$ cat config.mk
export PLATFORM = sky130hd
export DESIGN_NAME = str_op_engine
export DESIGN_NICKNAME = d
export VERILOG_FILES = /design/src/rtl/str_op_pkg.sv /design/src/rtl/str_op_ctrl.sv /design/src/rtl/str_op_dp.sv /design/src/rtl/str_op_engine.sv
export SDC_FILE = /design/constraint.sdc
export NUM_CORES = 1
export LEC_CHECK = 0
export ABC_AREA = 1
export BUFFER_PORTS_ARGS = -buffer_cell sky130_fd_sc_hd__buf_2
export CAP_MARGIN = 20
export CORE_MARGIN = 2
export CORE_UTILIZATION = 57
export CTS_CLUSTER_DIAMETER = 50
export CTS_CLUSTER_SIZE = 14
export DETAILED_ROUTE_END_ITERATION = 10
export GPL_TIMING_DRIVEN = 0
export PLACE_DENSITY = 0.81
export SYNTH_ARGS = -nofsm -noshare
export SYNTH_HDL_FRONTEND = slang
export SYNTH_SLANG_ARGS = --single-unit
$ cat constraint.sdc
create_clock -name clk -period 3.7 [get_ports clk]
set_input_delay 0.74 -clock clk [delete_from_list [all_inputs] [get_ports clk]]
set_output_delay 0.74 -clock clk [all_outputs]
set_load 0.01 [all_outputs]
$ cat src/rtl/str_op_pkg.sv
package str_op_pkg;
  localparam int INSTR_W = 48;
  localparam int OPC_W   = 8;
  localparam int LEN_W   = 8;
  localparam int SEL_W   = 4;
  localparam int DISP_W  = 12;
  localparam int REG_W   = 32;
  localparam int BYTE_W  = 8;
  localparam int CC_W    = 2;

  localparam logic [OPC_W-1:0] OPC_MOVE = 8'h01;
  localparam logic [OPC_W-1:0] OPC_CMP  = 8'h02;

  localparam logic [CC_W-1:0] CC_EQUAL = 2'd0;
  localparam logic [CC_W-1:0] CC_LOWER = 2'd1;
  localparam logic [CC_W-1:0] CC_HIGHER = 2'd2;

  // strobes from the sequencer to the datapath
  typedef struct packed {
    logic capture;
    logic ldA;
    logic ldB;
    logic rdA;
    logic rdB;
    logic write;
    logic compare;
    logic advance;
  } strobe_t;
endpackage

$ cat src/rtl/str_op_ctrl.sv
module str_op_ctrl
  import str_op_pkg::*;
(
  input  logic    clk,
  input  logic    rstN,
  input  logic    start,
  input  logic    validOp,
  input  logic    isMove,
  input  logic    lastByte,
  input  logic    mismatch,
  output strobe_t strb,
  output logic    busy,
  output logic    done
);
  typedef enum logic [2:0] {
    S_IDLE, S_BASEA, S_BASEB, S_RDA, S_RDB, S_ACT, S_FIN
  } state_e;

  state_e state, stateNext;

  always_ff @(posedge clk) begin
    if (!rstN) state <= S_IDLE;
    else       state <= stateNext;
  end

  always_comb begin
    strb      = '0;
    stateNext = state;
    case (state)
      S_IDLE: if (start && validOp) begin
        strb.capture = 1'b1;
        stateNext    = S_BASEA;
      end
      S_BASEA: begin
        strb.ldA  = 1'b1;
        stateNext = S_BASEB;
      end
      S_BASEB: begin
        strb.ldB  = 1'b1;
        stateNext = isMove ? S_RDB : S_RDA;
      end
      S_RDA: begin
        strb.rdA  = 1'b1;
        stateNext = S_RDB;
      end
      S_RDB: begin
        strb.rdB  = 1'b1;
        stateNext = S_ACT;
      end
      S_ACT: begin
        if (isMove) begin
          strb.write = 1'b1;
          if (lastByte) stateNext = S_FIN;
          else begin
            strb.advance = 1'b1;
            stateNext    = S_RDB;
          end
        end else begin
          strb.compare = 1'b1;
          if (mismatch || lastByte) stateNext = S_FIN;
          else begin
            strb.advance = 1'b1;
            stateNext    = S_RDA;
          end
        end
      end
      S_FIN:   stateNext = S_IDLE;
      default: stateNext = S_IDLE;
    endcase
  end

  assign busy = (state != S_IDLE);
  assign done = (state == S_FIN);
endmodule

$ cat src/rtl/str_op_dp.sv
module str_op_dp
  import str_op_pkg::*;
#(
  parameter int ADDR_W = 24
) (
  input  logic               clk,
  input  logic               rstN,
  input  logic [INSTR_W-1:0] instr,
  input  strobe_t            strb,
  output logic [SEL_W-1:0]   regSel,
  input  logic [REG_W-1:0]   regData,
  output logic [ADDR_W-1:0]  memAddr,
  output logic               memRd,
  output logic               memWr,
  output logic [BYTE_W-1:0]  memWdata,
  input  logic [BYTE_W-1:0]  memRdata,
  output logic [CC_W-1:0]    cc,
  output logic               validOp,
  output logic               isMove,
  output logic               lastByte,
  output logic               mismatch
);
  localparam int OPC_LO = INSTR_W - OPC_W;
  localparam int LEN_LO = OPC_LO - LEN_W;
  localparam int SA_LO  = LEN_LO - SEL_W;
  localparam int DA_LO  = SA_LO - DISP_W;
  localparam int SB_LO  = DA_LO - SEL_W;

  logic [INSTR_W-1:0] instrQ;
  logic [ADDR_W-1:0]  addrA, addrB;
  logic [LEN_W-1:0]   remain;
  logic [BYTE_W-1:0]  byteA;
  logic [DISP_W-1:0]  disp;
  logic [ADDR_W-1:0]  baseVal, effAddr;
  logic [OPC_W-1:0]   opIn;

  assign opIn    = instr[INSTR_W-1 -: OPC_W];
  assign validOp = (opIn == OPC_MOVE) || (opIn == OPC_CMP);
  assign isMove  = (instrQ[INSTR_W-1 -: OPC_W] == OPC_MOVE);

  assign regSel  = strb.ldB ? instrQ[SB_LO +: SEL_W] : instrQ[SA_LO +: SEL_W];
  assign disp    = strb.ldB ? instrQ[0 +: DISP_W]    : instrQ[DA_LO +: DISP_W];
  assign baseVal = (regSel == '0) ? '0 : regData[ADDR_W-1:0];
  assign effAddr = baseVal + ADDR_W'(disp);

  assign lastByte = (remain == '0);
  assign mismatch = (memRdata != byteA);

  assign memRd    = strb.rdA | strb.rdB;
  assign memWr    = strb.write;
  assign memAddr  = strb.rdB ? addrB : addrA;
  assign memWdata = memRdata;

  always_ff @(posedge clk) begin
    if (!rstN) begin
      instrQ <= '0;
      addrA  <= '0;
      addrB  <= '0;
      remain <= '0;
      byteA  <= '0;
      cc     <= CC_EQUAL;
    end else begin
      if (strb.capture) begin
        instrQ <= instr;
        remain <= instr[LEN_LO +: LEN_W];
      end
      if (strb.ldA) addrA <= effAddr;
      if (strb.ldB) addrB <= effAddr;
      if (strb.rdB) byteA <= memRdata;
      if (strb.compare) begin
        if (mismatch)      cc <= (byteA < memRdata) ? CC_LOWER : CC_HIGHER;
        else if (lastByte) cc <= CC_EQUAL;
      end
      if (strb.advance) begin
        addrA  <= addrA + 1'b1;
        addrB  <= addrB + 1'b1;
        remain <= remain - 1'b1;
      end
    end
  end
endmodule

$ cat src/rtl/str_op_engine.sv
module str_op_engine
  import str_op_pkg::*;
#(
  parameter int ADDR_W = 24
) (
  input  logic               clk,
  input  logic               rstN,
  input  logic               start,
  input  logic [INSTR_W-1:0] instr,
  output logic [SEL_W-1:0]   regSel,
  input  logic [REG_W-1:0]   regData,
  output logic [ADDR_W-1:0]  memAddr,
  output logic               memRd,
  output logic               memWr,
  output logic [BYTE_W-1:0]  memWdata,
  input  logic [BYTE_W-1:0]  memRdata,
  output logic               busy,
  output logic               done,
  output logic [CC_W-1:0]    cc
);
  strobe_t strb;
  logic validOp, isMove, lastByte, mismatch;

  str_op_ctrl u_ctrl (
    .clk(clk), .rstN(rstN), .start(start), .validOp(validOp),
    .isMove(isMove), .lastByte(lastByte), .mismatch(mismatch),
    .strb(strb), .busy(busy), .done(done)
  );

  str_op_dp #(.ADDR_W(ADDR_W)) u_dp (
    .clk(clk), .rstN(rstN), .instr(instr), .strb(strb),
    .regSel(regSel), .regData(regData), .memAddr(memAddr),
    .memRd(memRd), .memWr(memWr), .memWdata(memWdata),
    .memRdata(memRdata), .cc(cc), .validOp(validOp),
    .isMove(isMove), .lastByte(lastByte), .mismatch(mismatch)
  );
endmodule

==> metrics.txt, run 1 <==
row cnt=41; Starting Density=0.582; final hold slack=450 ps; vias in the first global route=around 7000; WL final=21200 um; Max IR drop VDD=0.000263 V; Clock Path Buffers=2; DRT Pass-1 Iters=5; register area=approximately 2200 um^2; clk_skew=9.23 ps; WP data required=2960 ps; Synth Register Bits=109; post-synthesis sequential area ratio=0.298; grt total ovfl=0; Die Y=between 100 and 150 um; Post-synth ARST share=0; TritonCTS clock tree=done; post-synthesis cell area=7310 um^2; multi-input logic area=4260 um^2; min Tclk post-route=3460 ps; CP max stage delay=500 ps; core area=12600 um^2; clk sinks=109; clk slew on worst S/H paths=80 ps; # DRC=0; number of routed nets with antenna violations=0; number of port buffers=124; io pins=133; Clk Latency, worst-skew pair=360 ps; Leak Pwr=between 3 and 4 nW; relative slew slack=0.482; GPL Wtd Cong=0.986; Max Freq=roughly 290 MHz; Slew @ Worst Pin=about 770 ps; Final Hold Vio Count=0; Filler cells=1160; Nets=about 1400; die area=13700 um^2; Post-synth EDFFs=0; Ys Warns=0; WP buf/inv=4; Syn Nets=1246; antenna cells=0; Num CTS Buffers=9; Slowest-stage cell, CP=clkbuf_1; unrepaired setup endpoints after global routing=no; Yosys cell types=48; cell total after placement=between 1000 and 1500; Post-Synthesis Mean Instance Area=~6.5 um^2; Max-cap violations=0; non-filler cells, final=1443; # hold bufs at CTS=0; clk root buf=clkbuf_16; start-to-end type of the worst setup path=flop to output pin; crit path DAT=2720 ps; post-layout util=0.674; Slew Viols, Final=0; final setup fails=0; cell taking the most area after synthesis=dfxtp_1; Final TNS setup=0 ps; Vias/cell=5.46; dominant synthesized flop cell=dfxtp_1; Synth top area share=0.298; Hold/Removal Path Class=flop to flop; share of layout cells above drive strength 1=0.172; first-pass GRT wire length=33300 um; critical-path cell list=nor2_1, inv_1, nor2_1, clkbuf_1, clkbuf_1, nand2_1, nand2_1, buf_2; P per Cell Area=343 nW/um^2; status=finished, final reports clean; largest cells by area after synthesis=dfxtp_1, nand2_1, o21ai_0; crit path launch type=flop; delay-heaviest family, CP=buffers and inverters; initial antenna violation count=0; Initial DRC Count=817; H-tree Lvls=3; Die W=117 um; drt wl/cell=~15 um; hpwl dp=roughly 16000 um; Mapped Cells=1130; critical path capture point type=output pin; Total GRT Usage=0.313; count leader, synth=nand2_1; Tcrit/Tclk final=0.936; area grow syn2layout=15.9%; largest net degree at the start of global routing=21; total vias in the final route=between 7000 and 8000; peak fanout along the critical path=10; top cells by count, synth=nand2_1, inv_1, o21ai_0
==> worst register-to-register path, delay by kind of cell (launching register included) <==
family,cells,cell delay (ps)
and+or+nand+nor,14,1800
buffers and inverters,4,520
DFF,1,350
adders and majority gates,1,280
AOI/OAI and AO/OA,2,270
==> layout make-up <==
cell class,count,area share
Buffer,56,0.0359
Multi-Input combinational cell,812,0.502
Timing Repair Buffer,125,0.0741
Sequential cell,109,0.258
Clock inverter,7,0.0103
Inverter,153,0.0678
Tap cell,172,0.0254
Clock buffer,9,0.0266
==> cells in the final DEF, fill, tap and decap left out, types with 4 or more instances in the layout <==
master / count
nor2_1: 121
o21ai_1: 8
nand3_1: 52
inv_1: 147
xnor2_1: 11
or2_2: 6
buf_4: 12
nand2_2: 9
nand3_2: 7
o21ai_0: 146
a21oi_1: 74
clkbuf_16: 9
o22ai_1: 6
xor2_1: 17
nor3_1: 13
o211ai_1: 4
ha_1: 24
nor2_4: 7
nand4_1: 16
dfxtp_1: 108
buf_2: 132
a31oi_1: 28
nor2_2: 6
nand2_1: 221
nor4_1: 8
inv_2: 5
clkbuf_1: 31
==> routing by layer <==
metal	vias up	global-route usage	share of wire
met1	3514	0.429	0.44
met2	342	0.500	0.45
met3	48	0.0484	0.085
li1	3976	-	-
met5	-	0	0
met4	0	0.116	0.027
==> state kept, by name (all words and copies together), names as in the netlist <==
name,cells
u_dp.addrB,24
u_dp.remain,8
u_dp.cc,2
u_dp.instrQ,40
u_ctrl.state,3
u_dp.byteA,8
u_dp.addrA,24
==> timing repair <==
| item | CTS | global route |
|---|---|---|
| buffers inserted | 0 | 1 |
| setup endpoints to repair | 0 | 28 |
| resized for setup | 0 | 6 |
==> stage by stage <==
step / worst slack (ps) / area (um^2) / total power [mW]
2_1_floorplan: 740 / 7310 / 1.67
3_3_place_gp: 133 / 8150 / 1.87
3_5_place_dp: 118 / 8150 / 1.88
4_1_cts: 77.9 / 8460 / 2.90
5_1_grt: 109 / 8470 / 3.03
6_report: 238 / 8470 / 2.91
==> power by group <==
group	internal, mW	switching [mW]
clock network	0.543	0.493
registers	1.24	0.0780
logic	0.208	0.351
==> final timing paths <==
| path | slack [ps] | cells past startpoint | from | endpoint |
|---|---|---|---|---|
| setup / recovery | 240 | 8 | u_ctrl.state[1]$_SDFFE_PN0P_ | memAddr[5] |
| hold reg to reg | 450 | 2 | u_dp.instrQ[9]$_SDFFE_PN0P_ | u_dp.instrQ[9]$_SDFFE_PN0P_ |
| setup reg to reg | 380 | 21 | u_ctrl.state[0]$_SDFFE_PN0P_ | u_dp.addrA[17]$_SDFFE_PN0P_ |
| hold / removal | 450 | 2 | u_dp.instrQ[9]$_SDFFE_PN0P_ | u_dp.instrQ[9]$_SDFFE_PN0P_ |
==> cell families after synthesis <==
| family | Yosys count | synth area share |
|---|---|---|
| flops | 109 | 0.298 |
| compound gates | 283 | 0.208 |
| simple gates | 476 | 0.296 |
| fa+ha+maj | 25 | 0.0438 |
| xor+xnor | 28 | 0.0335 |
| buf+inv | 209 | 0.120 |
Power figures use the tool's default switching activity.
==> run 2: changes to the inputs <==
ABC_AREA = default   (was 1)
CORE_UTILIZATION = 56   (was 57)
MAX_ROUTING_LAYER = met4   (was default)
==> metrics.txt, run 2 <==
Slowest-stage cell, CP=or3b_4 (was clkbuf_1); Final TNS setup=0 ps (unchanged); largest family of logic cells by synthesized area=simple AND/OR/NAND/NOR gates (unchanged); Post-synth ARST share=0 (unchanged); relative slew slack=0.511 (was 0.482); post-synthesis compound-gate area fraction=0.213 (was 0.208); DRT Pass-1 Iters=5 (unchanged); Biggest register=u_dp.instrQ (unchanged); Yosys cell types=65 (was 48); commonest non-fill, non-tap cell in the layout=nand2_1 (unchanged); WP buf/inv=1 (was 4); Post-Synthesis Mean Instance Area=7.06 um^2 (was 6.47 um^2); R2R Path Start=u_ctrl.state[2]$_SDFFE_PN0P_ (was u_ctrl.state[0]$_SDFFE_PN0P_); grt total ovfl=0 (unchanged); total vias in the final route=7553 (was 7880); DP Worst Slack=-867 ps (was 118 ps); status=finished, final reports clean (unchanged); multiplexer share of the synthesized area=0.00481 (was 0); Synth top area share=0.322 (was 0.298); number of routed nets with antenna violations=0 (unchanged); WP data required=4000 ps (was 2960 ps); drt wl/cell=17.3 um (was 14.7 um); Synth Register Bits=109 (unchanged); Die W=114 um (was 117 um); Hold/Removal Path Class=flop to flop (unchanged); cell taking the most area after synthesis=dfxtp_1 (unchanged); TritonCTS clock tree=done (unchanged); share of layout cells above drive strength 1=0.210 (was 0.172); clk_skew=9.95 ps (was 9.23 ps); Max-cap violations=0 (unchanged); area grow syn2layout=21.4% (was 15.9%); Slew @ Worst Pin=733 ps (was 771 ps); non-filler cells, final=1263 (was 1443); clk sinks=109 (unchanged); Max IR drop VDD=0.000301 V (was 0.000263 V); Synth Area in XOR/XNOR=0.0346 (was 0.0335); CP max stage delay=430 ps (was 500 ps); Num CTS Buffers=9 (unchanged); post-layout util=0.690 (was 0.674); final hold slack=451 ps (was 450 ps); cell total after placement=1229 (was 1426); critical-path cell list=or3b_4, mux2i_4, and2_1, ha_2, inv_2, fa_2, nor2b_2, o31a_1, o21ai_4, o31ai_4, nand4_1, xor2_2, or3_1, o21ai_1 (was nor2_1, inv_1, nor2_1, clkbuf_1, clkbuf_1, nand2_1, nand2_1, buf_2); critical path capture point type=flop (was output pin); GPL Wtd Cong=0.991 (was 0.986); P per Cell Area=279 nW/um^2 (was 343 nW/um^2); FF-to-FF setup slack=80 ps (was 380 ps); start-to-end type of the worst setup path=flop to flop (was flop to output pin); vias in the first global route=6829 (was 7019); Hold Startpoint=u_dp.instrQ[41]$_SDFFE_PN0P_ (was u_dp.instrQ[9]$_SDFFE_PN0P_); Worst Hold Path Cells=2 (unchanged); Max Freq=277 MHz (was 289 MHz); row cnt=40 (was 41); clk root buf=clkbuf_16 (unchanged); Mapped Cells=959 (was 1130); # hold bufs at CTS=0 (unchanged); Largest register FFs=40 (unchanged); Starting Density=0.568 (was 0.582); Clk Latency, worst-skew pair=370 ps (was 360 ps); delay-heaviest family, CP=simple AND/OR/NAND/NOR gates (was buffers and inverters); Die Y=114 um (was 117 um); io pins=133 (unchanged); commonest non-fill, non-tap cells in the layout=nand2_1, buf_2, dfxtp_1 (was nand2_1, inv_1, o21ai_0); fin area=8220 um^2 (was 8470 um^2); Clock Path Buffers=2 (unchanged); area share of fa/ha/maj cells after synthesis=0.0473 (was 0.0438); initial antenna violation count=0 (unchanged); post-synthesis sequential area ratio=0.322 (was 0.298); Vias/cell=5.98 (was 5.46); clk slew on worst S/H paths=80 ps (about the same); crit path launch type=flop (unchanged); Cell Area, Placed=7580 um^2 (was 8150 um^2); Final Hold Vio Count=0 (unchanged); final setup margin=84.3 ps (was 238 ps); WL final=21900 um (was 21200 um); FF-to-FF End=u_dp.addrB[18]$_SDFFE_PN0P_ (was u_dp.addrA[17]$_SDFFE_PN0P_); H-tree Lvls=3 (unchanged); # DRC=0 (unchanged); Endpoint, Worst Hold=u_dp.instrQ[41]$_SDFFE_PN0P_ (was u_dp.instrQ[9]$_SDFFE_PN0P_); min Tclk post-route=3620 ps (was 3460 ps); crit path DAT=3910 ps (was 2720 ps); Initial DRC Count=932 (was 817); count leader, synth=nand2_1 (unchanged); largest net degree at the start of global routing=20 (was 21); dominant synthesized flop cell=dfxtp_1 (unchanged); first-pass GRT wire length=34300 um (was 33300 um); post-synthesis cell area=6770 um^2 (was 7310 um^2); antenna cells=0 (unchanged); Leak Pwr=3.43 nW (was 3.94 nW); area share of and/or/nand/nor cells after synthesis=0.322 (was 0.296); core area=11900 um^2 (was 12600 um^2); Tcrit/Tclk final=0.977 (was 0.936); hpwl dp=15700 um (was 16200 um); peak fanout along the critical path=5 (was 10); R2R depth=14 (was 21); top cells by count, synth=nand2_1, dfxtp_1, a21oi_1 (was nand2_1, inv_1, o21ai_0); Tot Pwr=2.29 mW (was 2.91 mW); Syn Nets=1075 (was 1246); die area=13000 um^2 (was 13700 um^2); biggest regs=u_dp.instrQ (40), u_dp.addrA (24), u_dp.addrB (24) (unchanged); final setup fails=0 (unchanged); Post-synth EDFFs=0 (unchanged); Total GRT Usage=0.345 (was 0.313); Nets=1227 (was 1382); Slew Viols, Final=0 (unchanged); number of port buffers=123 (was 124); largest cells by area after synthesis=dfxtp_1, nand2_1, a21oi_1 (was dfxtp_1, nand2_1, o21ai_0); Ys Warns=0 (unchanged)
-- run 2: cell count changes after synthesis, sizes merged, moves of 9 or more --
cell    before  now
nor2       135   84
nor3b        1   10
inv        152   19
nand2      234  252
o21ai      155   51
and2         0   15
a21oi       77   94
and3         0   27
nand3       60   31
clkbuf      32   44
a31oi       28    8
-- run 2: cells by family (layout without fill, tap and decap cells) --
| logic type | after synthesis | count (layout) |
|---|---|---|
| simple gates | 482 | 482 |
| compound gates | 231 | 231 |
| flops | 109 | 109 |
| buf+inv | 85 | 242 |
| fa+ha+maj | 25 | 25 |
| xor+xnor | 25 | 25 |
| mux | 2 | 2 |
-- run 2: repair_timing --
item,in CTS,in global routing
pin swaps,13,12
endpoints found under the hold margin,0,0
gates resized for setup,34,20
setup buffers,14,7
endpoints found under the setup margin,32,24
-- run 2: layout make-up --
cell class	instances	area [um^2]
clock buffer	10	239
fill	1051	3690
clock inverter	6	55.1
sequential	109	2190
timing repair buffer	144	773
tap	147	184
buffer	63	303
multi-input combinational	765	4410
inverter	19	71.3
-- run 2: worst register-to-register path: cells and delay by family (launching register included) --
family	cells	cell delay [ps]
adders and majority gates	2	520
buffers and inverters	1	40
xor gates and xnor gates	1	210
and+or+nand+nor	5	1340
muxes	1	300
AOI/OAI and AO/OA	4	790
DFF	1	350
-- run 2: metal layers --
metal | global-route usage | vias up | share of wire
met1 | 0.427 | 3472 | 0.42
met2 | 0.571 | 385 | 0.47
li1 | - | 3641 | -
met5 | - | - | 0
met3 | 0.0542 | 55 | 0.080
met4 | 0.128 | 0 | 0.033
-- run 2: power by group --
| group | leakage [nW] | internal (mW) | switching, mW |
|---|---|---|---|
| registers | 0.879 | 1.17 | 0.00128 |
| clock network | 0.139 | 0.488 | 0.494 |
| logic | 2.41 | 0.0602 | 0.0747 |
-- run 2: how the worst max path moves through the flow --
stage | startpoint | end | cells past startpoint
3_5_place_dp | u_ctrl.state[1]$_SDFFE_PN0P_ | u_dp.addrB[18]$_SDFFE_PN0P_ | 17
2_1_floorplan | u_ctrl.state[2]$_SDFFE_PN0P_ | u_dp.addrA[21]$_SDFFE_PN0P_ | 16
5_1_grt | u_ctrl.state[2]$_SDFFE_PN0P_ | u_dp.addrB[18]$_SDFFE_PN0P_ | 14
3_3_place_gp | u_ctrl.state[1]$_SDFFE_PN0P_ | u_dp.addrB[18]$_SDFFE_PN0P_ | 17
6_report | u_ctrl.state[2]$_SDFFE_PN0P_ | u_dp.addrB[18]$_SDFFE_PN0P_ | 14
4_1_cts | u_ctrl.state[2]$_SDFFE_PN0P_ | u_dp.addrA[13]$_SDFFE_PN0P_ | 17
==> run 3: changes to the inputs <==
RECOVER_POWER = 50   (was default)
REMOVE_ABC_BUFFERS = 1   (was default)
==> metrics.txt, run 3 (synthesized netlist as in run 2, its figures left out) <==
core area=11900 um^2 (unchanged); Max IR drop VDD=0.000285 V (was 0.000301 V); Tot Pwr=2.27 mW (was 2.29 mW); Worst Setup SP=u_ctrl.state[2]$_SDFFE_PN0P_ (unchanged); hpwl dp=12600 um (was 15700 um); vias in the first global route=6370 (was 6829); critical path capture point type=flop (unchanged); grt met2 use=0.471 (was 0.571); start-to-end type of the worst setup path=flop to flop (unchanged); Filler cells=1031 (was 1051); number of routed nets with antenna violations=0 (unchanged); R2R Path Start=u_ctrl.state[2]$_SDFFE_PN0P_ (unchanged); H-tree Lvls=3 (unchanged); Total GRT Usage=0.296 (was 0.345); P per Cell Area=281 nW/um^2 (was 279 nW/um^2); commonest non-fill, non-tap cell in the layout=nand2_1 (unchanged); Slew @ Worst Pin=1030 ps (was 733 ps); peak fanout along the critical path=8 (was 5); Slew Viols, Final=0 (unchanged); Hold/Removal Path Class=flop to flop (unchanged); Largest register FFs=40 (unchanged); die area=13000 um^2 (unchanged); Final TNS setup=0 ps (unchanged); final setup fails=0 (unchanged); clk root buf=clkbuf_16 (unchanged); GPL Wtd Cong=0.886 (was 0.991); row cnt=40 (unchanged); clk sinks=109 (unchanged); biggest regs=u_dp.instrQ (40), u_dp.addrA (24), u_dp.addrB (24) (unchanged); grt met1 use=0.392 (was 0.427); Starting Density=0.568 (unchanged); initial antenna violation count=0 (unchanged); Max-cap violations=0 (unchanged); crit path launch type=flop (unchanged); grt total ovfl=0 (unchanged); Tcrit/Tclk final=0.996 (was 0.977); met3 usage=0.0638 (was 0.0542); DRT Pass-1 Iters=6 (was 5); # hold bufs at CTS=0 (unchanged); antenna cells=0 (unchanged); Final Hold Vio Count=0 (unchanged); commonest non-fill, non-tap cells in the layout=nand2_1, buf_2, dfxtp_1 (unchanged); area grow syn2layout=19.7% (was 21.4%); FF-to-FF End=u_dp.addrA[21]$_SDFFE_PN0P_ (was u_dp.addrB[18]$_SDFFE_PN0P_); GR peak layer=met2 (unchanged); total vias in the final route=7156 (was 7553); Endpoint, Worst Hold=u_dp.instrQ[5]$_SDFFE_PN0P_ (was u_dp.instrQ[41]$_SDFFE_PN0P_); WL final=19100 um (was 21900 um); Clock Path Buffers=2 (unchanged); share of layout cells above drive strength 1=0.195 (was 0.210); FF-to-FF setup slack=20 ps (was 80 ps); Worst Hold Path Cells=2 (unchanged); DP Worst Slack=-1400 ps (was -867 ps); relative slew slack=0.310 (was 0.511); first-pass GRT wire length=30400 um (was 34300 um); Leak Pwr=3.33 nW (was 3.43 nW); final hold slack=451 ps (about the same); largest net degree at the start of global routing=46 (was 20); io pins=133 (unchanged); Die Y=114 um (unchanged); Num CTS Buffers=9 (unchanged); clk slew on worst S/H paths=70 ps (was 80 ps); TritonCTS clock tree=done (unchanged); Biggest register=u_dp.instrQ (unchanged); fin area=8100 um^2 (was 8220 um^2); R2R depth=13 (was 14); # DRC=0 (unchanged); Hold Startpoint=u_dp.instrQ[5]$_SDFFE_PN0P_ (was u_dp.instrQ[41]$_SDFFE_PN0P_); Max Freq=271 MHz (was 277 MHz); drt wl/cell=15.7 um (was 17.3 um); Nets=1179 (was 1227); min Tclk post-route=3680 ps (was 3620 ps); Clk Latency, worst-skew pair=360 ps (was 370 ps); clk_skew=7.67 ps (was 9.95 ps); crit path DAT=3930 ps (was 3910 ps); status=finished, final reports clean (unchanged); WP data required=3940 ps (was 4000 ps); Vias/cell=5.89 (was 5.98); final setup margin=15.7 ps (was 84.3 ps); Die W=114 um (unchanged); Cell Area, Placed=7400 um^2 (was 7580 um^2); Initial DRC Count=678 (was 932); number of port buffers=124 (was 123)
==> run 3: how the worst max path moves through the flow <==
stage | to | depth (start not counted) | slack, ps
2_1_floorplan | u_dp.addrB[18]$_SDFFE_PN0P_ | 11 | -980
3_5_place_dp | u_dp.addrA[20]$_SDFFE_PN0P_ | 14 | -1400
5_1_grt | u_dp.addrA[21]$_SDFFE_PN0P_ | 13 | -70
6_report | u_dp.addrA[21]$_SDFFE_PN0P_ | 13 | 20
3_3_place_gp | u_dp.addrA[20]$_SDFFE_PN0P_ | 11 | -2720
4_1_cts | u_dp.addrA[21]$_SDFFE_PN0P_ | 14 | 5
==> run 3: timing repair <==
| item | CTS | global route |
|---|---|---|
| endpoints found under the setup margin | 45 | 21 |
| pin swaps | 2 | 15 |
| gates resized for setup | 12 | 23 |
| setup buffers | 7 | 18 |
| cloned | 3 | 0 |
==> run 3: through the flow <==
step / util / instances
floorplan: - / 893
global placement: 0.610 / 1164
detailed placement: 0.621 / 1170
CTS: 0.658 / 1195
global route: 0.680 / 1214
finish: 0.680 / 1214
==> run 3: worst max-delay path: stages (launching register included) <==
cell	delay (ps)
dfxtp_4	380
or3b_4	480
buf_4	180
mux2i_4	190
and2_1	170
ha_1	350
a21oi_1	230
o22ai_2	150
a2111oi_4	460
and4bb_1	270
xor2_1	160
and2_2	240
a311oi_2	240
nor2_1	70
==> run 3: area by class of cell <==
cell class | count | area [um^2] | area share
flip-flops and latches | 109 | 2190 | 0.271
clock inverters | 3 | 46.3 | 0.00571
repair buffers | 156 | 916 | 0.113
inverters | 19 | 71.3 | 0.00880
well taps | 147 | 184 | 0.0227
clock buffers | 12 | 246 | 0.0304
multi-input cells | 768 | 4450 | 0.549
==> run 3: power breakdown <==
part / internal, mW / switching, mW
clock: 0.542 / 0.435
sequential: 1.17 / 0.00141
combinational: 0.0543 / 0.0690
==> run 3: routing by layer <==
| metal | part of all wire | routed length, um |
|---|---|---|
| met5 | 0 | 0 |
| met1 | 0.44 | 8380 |
| met2 | 0.47 | 8930 |
| met3 | 0.081 | 1540 |
| met4 | 0.012 | 233 |
